$ cat src/rtl/disp_scan_pkg.sv
package disp_scan_pkg;

    localparam int SEG_W = 7;
    localparam int BCD_W = 4;

    typedef logic [BCD_W-1:0] bcd_t;
    typedef logic [SEG_W-1:0] seg_t;

    // Segment bit positions on the shared bus.
    typedef enum int {
        SEG_A = 0, SEG_B = 1, SEG_C = 2, SEG_D = 3,
        SEG_E = 4, SEG_F = 5, SEG_G = 6
    } seg_pos_e;

    // Registered drive word presented at the block edge.
    typedef struct packed {
        seg_t seg_n;
    } seg_word_t;

    localparam seg_t SEG_BLANK_N = '1;

    // Active-high lit set for one decimal value; anything above 9 lights nothing.
    function automatic seg_t lit_segments(input bcd_t v);
        logic b0, b1, b2, b3;
        seg_t s;
        b0 = v[0];
        b1 = v[1];
        b2 = v[2];
        b3 = v[3];
        s = '0;
        if (v <= bcd_t'(9)) begin
            s[SEG_A] = b3 | b1 | (b0 & b2) | (~b0 & ~b2);
            s[SEG_B] = ~b2 | (b0 ~^ b1);
            s[SEG_C] = b2 | b0 | ~b1;
            s[SEG_D] = b3 | (~b0 & ~b2) | (b1 & ~b2) | (b1 & ~b0) | (b2 & ~b1 & b0);
            s[SEG_E] = ~b0 & (~b2 | b1);
            s[SEG_F] = b3 | (~b1 & ~b0) | (b2 & ~b1) | (b2 & ~b0);
            s[SEG_G] = b3 | (b2 & ~b1) | (~b2 & b1) | (b1 & ~b0);
        end
        return s;
    endfunction

    function automatic seg_word_t drive_word(input bcd_t v);
        seg_word_t w;
        w.seg_n = ~lit_segments(v);
        return w;
    endfunction

endpackage

$ cat src/rtl/scan_select.sv
module scan_select #(
    parameter int NUM_DIGITS = 4,
    parameter int SEL_W      = $clog2(NUM_DIGITS)
) (
    input  logic             clk,
    input  logic             rst,
    input  logic             advance,
    output logic [SEL_W-1:0] sel
);
    localparam logic [SEL_W-1:0] LAST = SEL_W'(NUM_DIGITS - 1);

    always_ff @(posedge clk) begin
        if (rst) begin
            sel <= '0;
        end else if (advance) begin
            sel <= (sel == LAST) ? '0 : sel + 1'b1;
        end
    end
endmodule

$ cat src/rtl/digit_source_mux.sv
module digit_source_mux
    import disp_scan_pkg::*;
#(
    parameter int NUM_DIGITS = 4,
    parameter int SEL_W      = $clog2(NUM_DIGITS)
) (
    input  logic [NUM_DIGITS*BCD_W-1:0] bcd_bus,
    input  logic [SEL_W-1:0]            sel,
    output bcd_t                        picked
);
    bcd_t slot [NUM_DIGITS];

    for (genvar i = 0; i < NUM_DIGITS; i++) begin : g_slot
        assign slot[i] = bcd_bus[i*BCD_W +: BCD_W];
    end

    always_comb begin
        picked = '0;
        for (int i = 0; i < NUM_DIGITS; i++) begin
            if (sel == SEL_W'(i)) picked = slot[i];
        end
    end
endmodule

$ cat src/rtl/anode_demux.sv
module anode_demux #(
    parameter int NUM_DIGITS = 4,
    parameter int SEL_W      = $clog2(NUM_DIGITS)
) (
    input  logic [SEL_W-1:0]      sel,
    output logic [NUM_DIGITS-1:0] en
);
    for (genvar i = 0; i < NUM_DIGITS; i++) begin : g_anode
        assign en[i] = (sel == SEL_W'(i));
    end
endmodule

$ cat src/rtl/disp_scan_top.sv
module disp_scan_top
    import disp_scan_pkg::*;
#(
    parameter int NUM_DIGITS = 4,
    localparam int SEL_W     = $clog2(NUM_DIGITS),
    localparam int BUS_W     = NUM_DIGITS * BCD_W
) (
    input  logic                  clk,
    input  logic                  rst,
    input  logic                  scan_en,
    input  logic [BUS_W-1:0]      bcd_digits,
    output logic [SEG_W-1:0]      seg_n,
    output logic [NUM_DIGITS-1:0] dig_en
);
    logic [SEL_W-1:0]      sel_q;
    bcd_t                  cur_bcd;
    logic [NUM_DIGITS-1:0] en_comb;
    seg_word_t             word_q;
    logic [NUM_DIGITS-1:0] en_q;

    scan_select #(.NUM_DIGITS(NUM_DIGITS), .SEL_W(SEL_W)) u_sel (
        .clk     (clk),
        .rst     (rst),
        .advance (scan_en),
        .sel     (sel_q)
    );

    digit_source_mux #(.NUM_DIGITS(NUM_DIGITS), .SEL_W(SEL_W)) u_mux (
        .bcd_bus (bcd_digits),
        .sel     (sel_q),
        .picked  (cur_bcd)
    );

    anode_demux #(.NUM_DIGITS(NUM_DIGITS), .SEL_W(SEL_W)) u_demux (
        .sel (sel_q),
        .en  (en_comb)
    );

    // One register stage holds segments and anodes together.
    always_ff @(posedge clk) begin
        if (rst) begin
            word_q.seg_n <= SEG_BLANK_N;
            en_q         <= '0;
        end else begin
            word_q <= drive_word(cur_bcd);
            en_q   <= en_comb;
        end
    end

    assign seg_n  = word_q.seg_n;
    assign dig_en = en_q;
endmodule

$ cat config.mk
export PLATFORM = sky130hd
export DESIGN_NAME = disp_scan_top
export DESIGN_NICKNAME = d
export VERILOG_FILES = /design/src/rtl/disp_scan_pkg.sv /design/src/rtl/scan_select.sv /design/src/rtl/digit_source_mux.sv /design/src/rtl/anode_demux.sv /design/src/rtl/disp_scan_top.sv
export SDC_FILE = /design/constraint.sdc
export NUM_CORES = 1
export LEC_CHECK = 0
export ABC_AREA = 1
export BUFFER_PORTS_ARGS = -buffer_cell sky130_fd_sc_hd__buf_4
export CAP_MARGIN = 20
export CELL_PAD_IN_SITES_DETAIL_PLACEMENT = 1
export CELL_PAD_IN_SITES_GLOBAL_PLACEMENT = 2
export CORE_MARGIN = 2
export CORE_UTILIZATION = 24
export CTS_CLUSTER_SIZE = 28
export DETAILED_ROUTE_END_ITERATION = 10
export GPL_TIMING_DRIVEN = 0
export HOLD_SLACK_MARGIN = 0.05
export PLACE_DENSITY_LB_ADDON = 0.08
export REMOVE_ABC_BUFFERS = 1
export SLEW_MARGIN = 15
export SYNTH_ARGS = -nofsm -noshare
export SYNTH_HDL_FRONTEND = slang
export SYNTH_SLANG_ARGS = --single-unit
$ cat constraint.sdc
create_clock -name clk -period 2.8 [get_ports clk]
set_clock_uncertainty 0.2 [all_clocks]
set_input_delay 0.28 -clock clk [delete_from_list [all_inputs] [get_ports clk]]
set_output_delay 0.28 -clock clk [all_outputs]
set_load 0.02 [all_outputs]
======== Word level (Yosys, flattened, before mapping) ========
Index checks and enable logic that the tools add are counted.
cells by class
  magnitude comparators ................... 1
  add/subtract/negate cells ............... 1
  equal/unequal tests ..................... 3
  bitwise gates (word level) .............. 31
  mux-type cells .......................... 7
  reductions and logical operators ........ 1
operators with widths
  kind                 number
  $or 1x1->1           17
  $mux 4               4
  $mux 7               2
  $and 1x1->1          9
  $not 7->7            1
  $eq 2x2->1 const B   2
  $le 4x4->1 const B   1
  $not 1->1            3
  $add 2x1->2 const B  1
  $eq 2x1->1 const B   1
  $logic_not 2->1      1
  $mux 2               1
  $xnor 1x1->1         1
word-level totals
  word-level logic and storage cells ...... 47
  register bits after elaboration ......... 13
  output and inout port bits .............. 11
  bits of input ports ..................... 19

======== Depth between registers and ports, before layout ========
  word-level depth ........................ 14
  depth in mapped cells ................... 12
  gate-level depth less buffers ........... 12

======== Modules after synthesis ========
From an unflattened synthesis, not the netlist that was laid out.
unflattened totals
  cells, all modules ...................... 96
  area, all modules ....................... 703.2 um^2
modules (own cells, without submodules)
  module            seq. area each (um^2)  instances  cells each  area each (um^2)
  disp_scan_top     220.2                  1          50          435.4
  digit_source_mux  0.0                    1          25          141.4
  scan_select       40.0                   1          14          100.1
  anode_demux       0.0                    1          7           26.3

======== Least setup slack after synthesis ========
OpenSTA, ideal clock, no wires.
  path type ............................... register -> register
  start ................................... register u_sel.sel[0]
  end ..................................... register, netlist name seg_n[1]
  period minus slack after synthesis ...... 1.981 ns
  data required time ...................... 2.541 ns
  slack ................................... 0.819 ns
  cell stages (with the launch flop) ...... 12
  buffers on the path ..................... 0
  library setup time ...................... 0.059 ns
  arrival ................................. 1.722 ns
  cell sequence ........................... dfxtp_1 > inv_1 > ha_1 > inv_2 > nor2_1 > nor2_1 > nand2_1 > nand2_2 > inv_1 > ha_1 > or2_2 > nand2_1
between the ends
  elaborated cells between the ends (all ways) .. 15
  classes of those cells .................. 1 x order compare; 3 x eq/ne; 6 x mux; 4 x bitwise; 1 x reduce/logical
RTL lines
  element                                             RTL line                source
  from (decl)                                         scan_select.sv:8        output logic [SEL_W-1:0] sel
  from (signal assigned)                              scan_select.sv:16       sel <= (sel == LAST) ? '0 : sel + 1'b1;
  $eq 2x2->1 *                                        -
  via en_comb[2]                                      disp_scan_top.sv:17     logic [NUM_DIGITS-1:0] en_comb;
  $mux 4 * (2 in a row)                               digit_source_mux.sv:20  if (sel == SEL_W'(i)) picked = slot[i];
  branches (longest 2 deep; another with $le 4x4->1)  -
  $mux 7 *                                            disp_scan_pkg.sv:31     if (v <= bcd_t'(9)) begin
  $mux 7 *                                            disp_scan_top.sv:41     if (rst) begin
  $not 7->7 *                                         disp_scan_pkg.sv:45     w.seg_n = ~lit_segments(v);
Mark *: on every way through the listed nets, which the timed path passes. The select of a mux whose other input is x is not followed.
A chain may end at the register's enable or synchronous reset.

======== Worst setup path after layout ========
  start ................................... register u_sel.sel[0]
  end ..................................... register, netlist name seg_n[1]
between the ends
  elaborated cells between the ends (all ways) .. 15
  classes of those cells .................. 1 x order compare; 3 x eq/ne; 6 x mux; 4 x bitwise; 1 x reduce/logical
RTL lines
  element                                             RTL line
  $eq 2x2->1 *                                        -
  via en_comb[2]                                      disp_scan_top.sv:17
  $mux 4 * (2 in a row)                               digit_source_mux.sv:20
  branches (longest 2 deep; another with $le 4x4->1)  -
  $mux 7 *                                            disp_scan_pkg.sv:31
  $mux 7 *                                            disp_scan_top.sv:41
  $not 7->7 *                                         disp_scan_pkg.sv:45
Marked as above.

==> summary.md <==
| Metric | Value |
|---|---|
| Status | completed |
| Critical path cell sequence | inv_1 -> ha_1 -> inv_2 -> nor2_1 -> nor2_1 -> nand2_1 -> nand2_2 -> inv_1 -> ha_1 -> or2_2 -> nand2_1 |
| Yosys warns | 0 |
| # IOs | 30 |
| First-pass DRT Iterations | 4 |
| Crit path DAT | 2.25 ns |
| Total grt overflow | 0 |
| CTS tree | yes |
| Worst R2R Path Depth | 11 |
| Critical path class | reg -> reg |
| CORE AREA | approximately 2800 um^2 |
| DRC Markers | 0 |
| P_int | about 0.00037 W |
| PortBufs | 29 |
| Crit path from | u_sel.sel[0] |
| Unrepaired setup endpoints after global routing | false |
| Pin count of the biggest net entering global routing | 8 |
| Die Span X | approximately 58 um |
| Worst Path Required | between 2 and 3 ns |
| Sw frac | 34.99% |
| Max stage delay on crit path | around 0.42 ns |
| Clk_lat worst skew | 0.27 ns |
| WHS | roughly 0.22 ns |
| Starting Density | approximately a quarter |
| Final setup TNS | 0 ns |
| Most common cell after layout, fill and taps aside | buf_4 |
| Sequential power share | between 30 and 40% |
| Final WL | ~1700 um |
| Tmin final | around 2.2 ns |
| Global-route wire length before repair | around 3000 um |
| Initial antenna violation count | 0 |
| Sequential element share of the synthesized area | between 30 and 40% |
| Worst slew margin | between 70% and 80% |
| CP Depth | 11 |
| CTS Buf Count | 3 |
| H-Tree Level Count | 1 |
| Hpwl dp | around 1400 um |
| Crit. End Element | flip-flop |
| Sw Pwr | between 0.00015 and 0.0002 W |
| Maximum VDD drop | 278.5 uV |
| Pwr Total | 0.0005624 W |
| Crit path launch type | flip-flop |
| Total GRT Usage | a little under an eighth |
| Die ar. | between 3000 and 4000 um^2 |
| Via density | approximately 4.3 |
| Initial drt markers | 13 |
| Syn avg cell area | ~7.6 um^2 |
| Worst Min Path Start | bcd_digits[13] |
| Period utilization | 79.84% |
| Post-CTS setup buffer count | 0 |
| Clock slew at reported path FFs | about 0.070 ns |
| Row cnt | 19 |
| Leak | between 0.5 and 0.6 nW |
| Clock tree buffer depth | 2 |
| Worst flop-to-flop path startpoint | u_sel.sel[0] |
| Clock Tree Root | clkbuf_4 |
| Layout cells sized above 1 | about 32% |
| Max cap viols | 0 |
| Finish-stage setup viols | 0 |
| Antenna diodes | 0 |
| Pins Over Slew Limit | 0 |
| Tightest Pin Transition | 0.3985 ns |
| R2R setup slack | ~0.56 ns |
| CP max stage cell | dfxtp_1 |
| Seq cells post-synth | 13 |
| Crit path buf inv count | 3 |
| Fin area | ~1000 um^2 |
| Filler cell count in the final layout | 347 |
| Routability cong. | 0.6783 |
| R2r endpoint | seg_n[1] |
| Die Height | between 50 and 60 um |
| Worst path top cell family by delay | simple AND/OR/NAND/NOR gates |
| Vias in the first global route | 739 |
| Vias after detailed routing | ~700 |
| Nets | about 160 |
| Post-DP Area | around 970 um^2 |
| Syn-to-layout area delta | 43.94% |
| Max FO, Critical Path | 6 |
| Final Hold Viols | 0 |
| CP Capture Point | seg_n[1] |
| Fmax | 447.3 MHz |
| Synthesized area | just over 700 um^2 |
| P per Cell Area | about 550 nW/um^2 |
| Combinational Power Share | between 40% and 50% |
| Syn Inst Count | 94 |
| DR WL/cell | 10.50 um |
| Clock power share | between 10% and 20% |
| Library cells used by synthesis | 15 |
| Most frequent cells in the layout | buf_4, nand2_1, nor2_1, dfxtp_1, a21oi_1 |
| Final antenna-violating net count | 0 |
| CTS Sinks | 13 |
| HP Class | in -> reg |
==> stage by stage <==
step,util [%],instances,worst slack (ns)
floorplan,-,94,0.8191
global route,36.84,161,0.3535
global placement,34.82,154,0.5928
CTS,36.84,161,0.5288
finish,36.84,161,0.5645
detailed placement,34.82,154,0.5705
==> registers in the layout, indices dropped and copies added, names as in the netlist <==
register / flops
u_sel.sel: 2
seg_n: 7
dig_en: 4
==> layer usage <==
metal / part of all wire, % / up-vias / wire length (um) / GRT usage, %
met5: 0 / - / 0 / 0
met4: 0.41 / 0 / 7 / 3.987
met3: 5.7 / 2 / 97 / 2.637
met2: 45 / 20 / 765 / 18.78
met1: 49 / 306 / 821 / 14.38
li1: - / 370 / - / -
==> worst min path at each step <==
stage | depth (start not counted) | to | slack [ns]
after floorplan | 1 | dig_en[0] | 0.15
after global placement | 2 | u_sel.sel[0] | 0.30
after detailed placement | 2 | u_sel.sel[0] | 0.31
after CTS | 5 | seg_n[2] | 0.22
after global routing | 5 | seg_n[2] | 0.26
final | 5 | seg_n[2] | 0.22
==> cells by family after synthesis <==
family	share of synthesized area, %
buffers and inverters	5.273
adders and majority gates	14.06
DFF	36.56
and+or+nand+nor	26.89
AOI/OAI and AO/OA	17.22
==> worst min-delay path, delay by kind of cell <==
kind	cells	cell delay, ns
buffers and inverters	1	0.07
and+or+nand+nor	4	0.30
==> layout make-up <==
class | instances | area, um^2 | area share, %
sequential | 13 | 260.3 | 25.40
tap | 31 | 38.79 | 3.785
timing repair buffer | 32 | 247.7 | 24.18
inverter | 10 | 37.54 | 3.663
multi-input combinational | 71 | 414.1 | 40.42
clock buffer | 4 | 26.28 | 2.564
==> timing repair <==
action	in CTS	in global routing
gates resized for setup	0	0
hold buffers	3	0
hold endpoints to repair	6	0
==> power groups by stage <==
stage | registers (W) | clock network (W) | logic, W
2_1_floorplan | 0.000255 | 0 | 0.000115
3_3_place_gp | 0.000224 | 0 | 0.000230
3_5_place_dp | 0.000225 | 0 | 0.000232
4_1_cts | 0.000221 | 0.000118 | 0.000237
5_1_grt | 0.000222 | 0.000127 | 0.000265
6_report | 0.000220 | 0.000110 | 0.000232
==> Yosys cell counts <==
library cell	n	area (um^2)
inv_2	2	7.510
inv_1	8	30.03
a21oi_1	10	50.05
a21oi_4	3	48.80
or2_2	1	6.260
nand2_1	24	90.09
a211oi_1	1	7.510
nand2_2	1	6.260
o21ai_2	1	8.760
ha_1	8	100.1
nor2_1	15	56.30
nand3_1	4	20.02
nor2_2	2	12.51
dfxtp_1	13	260.3
o211ai_1	1	7.510
Power figures use the tool's default switching activity.
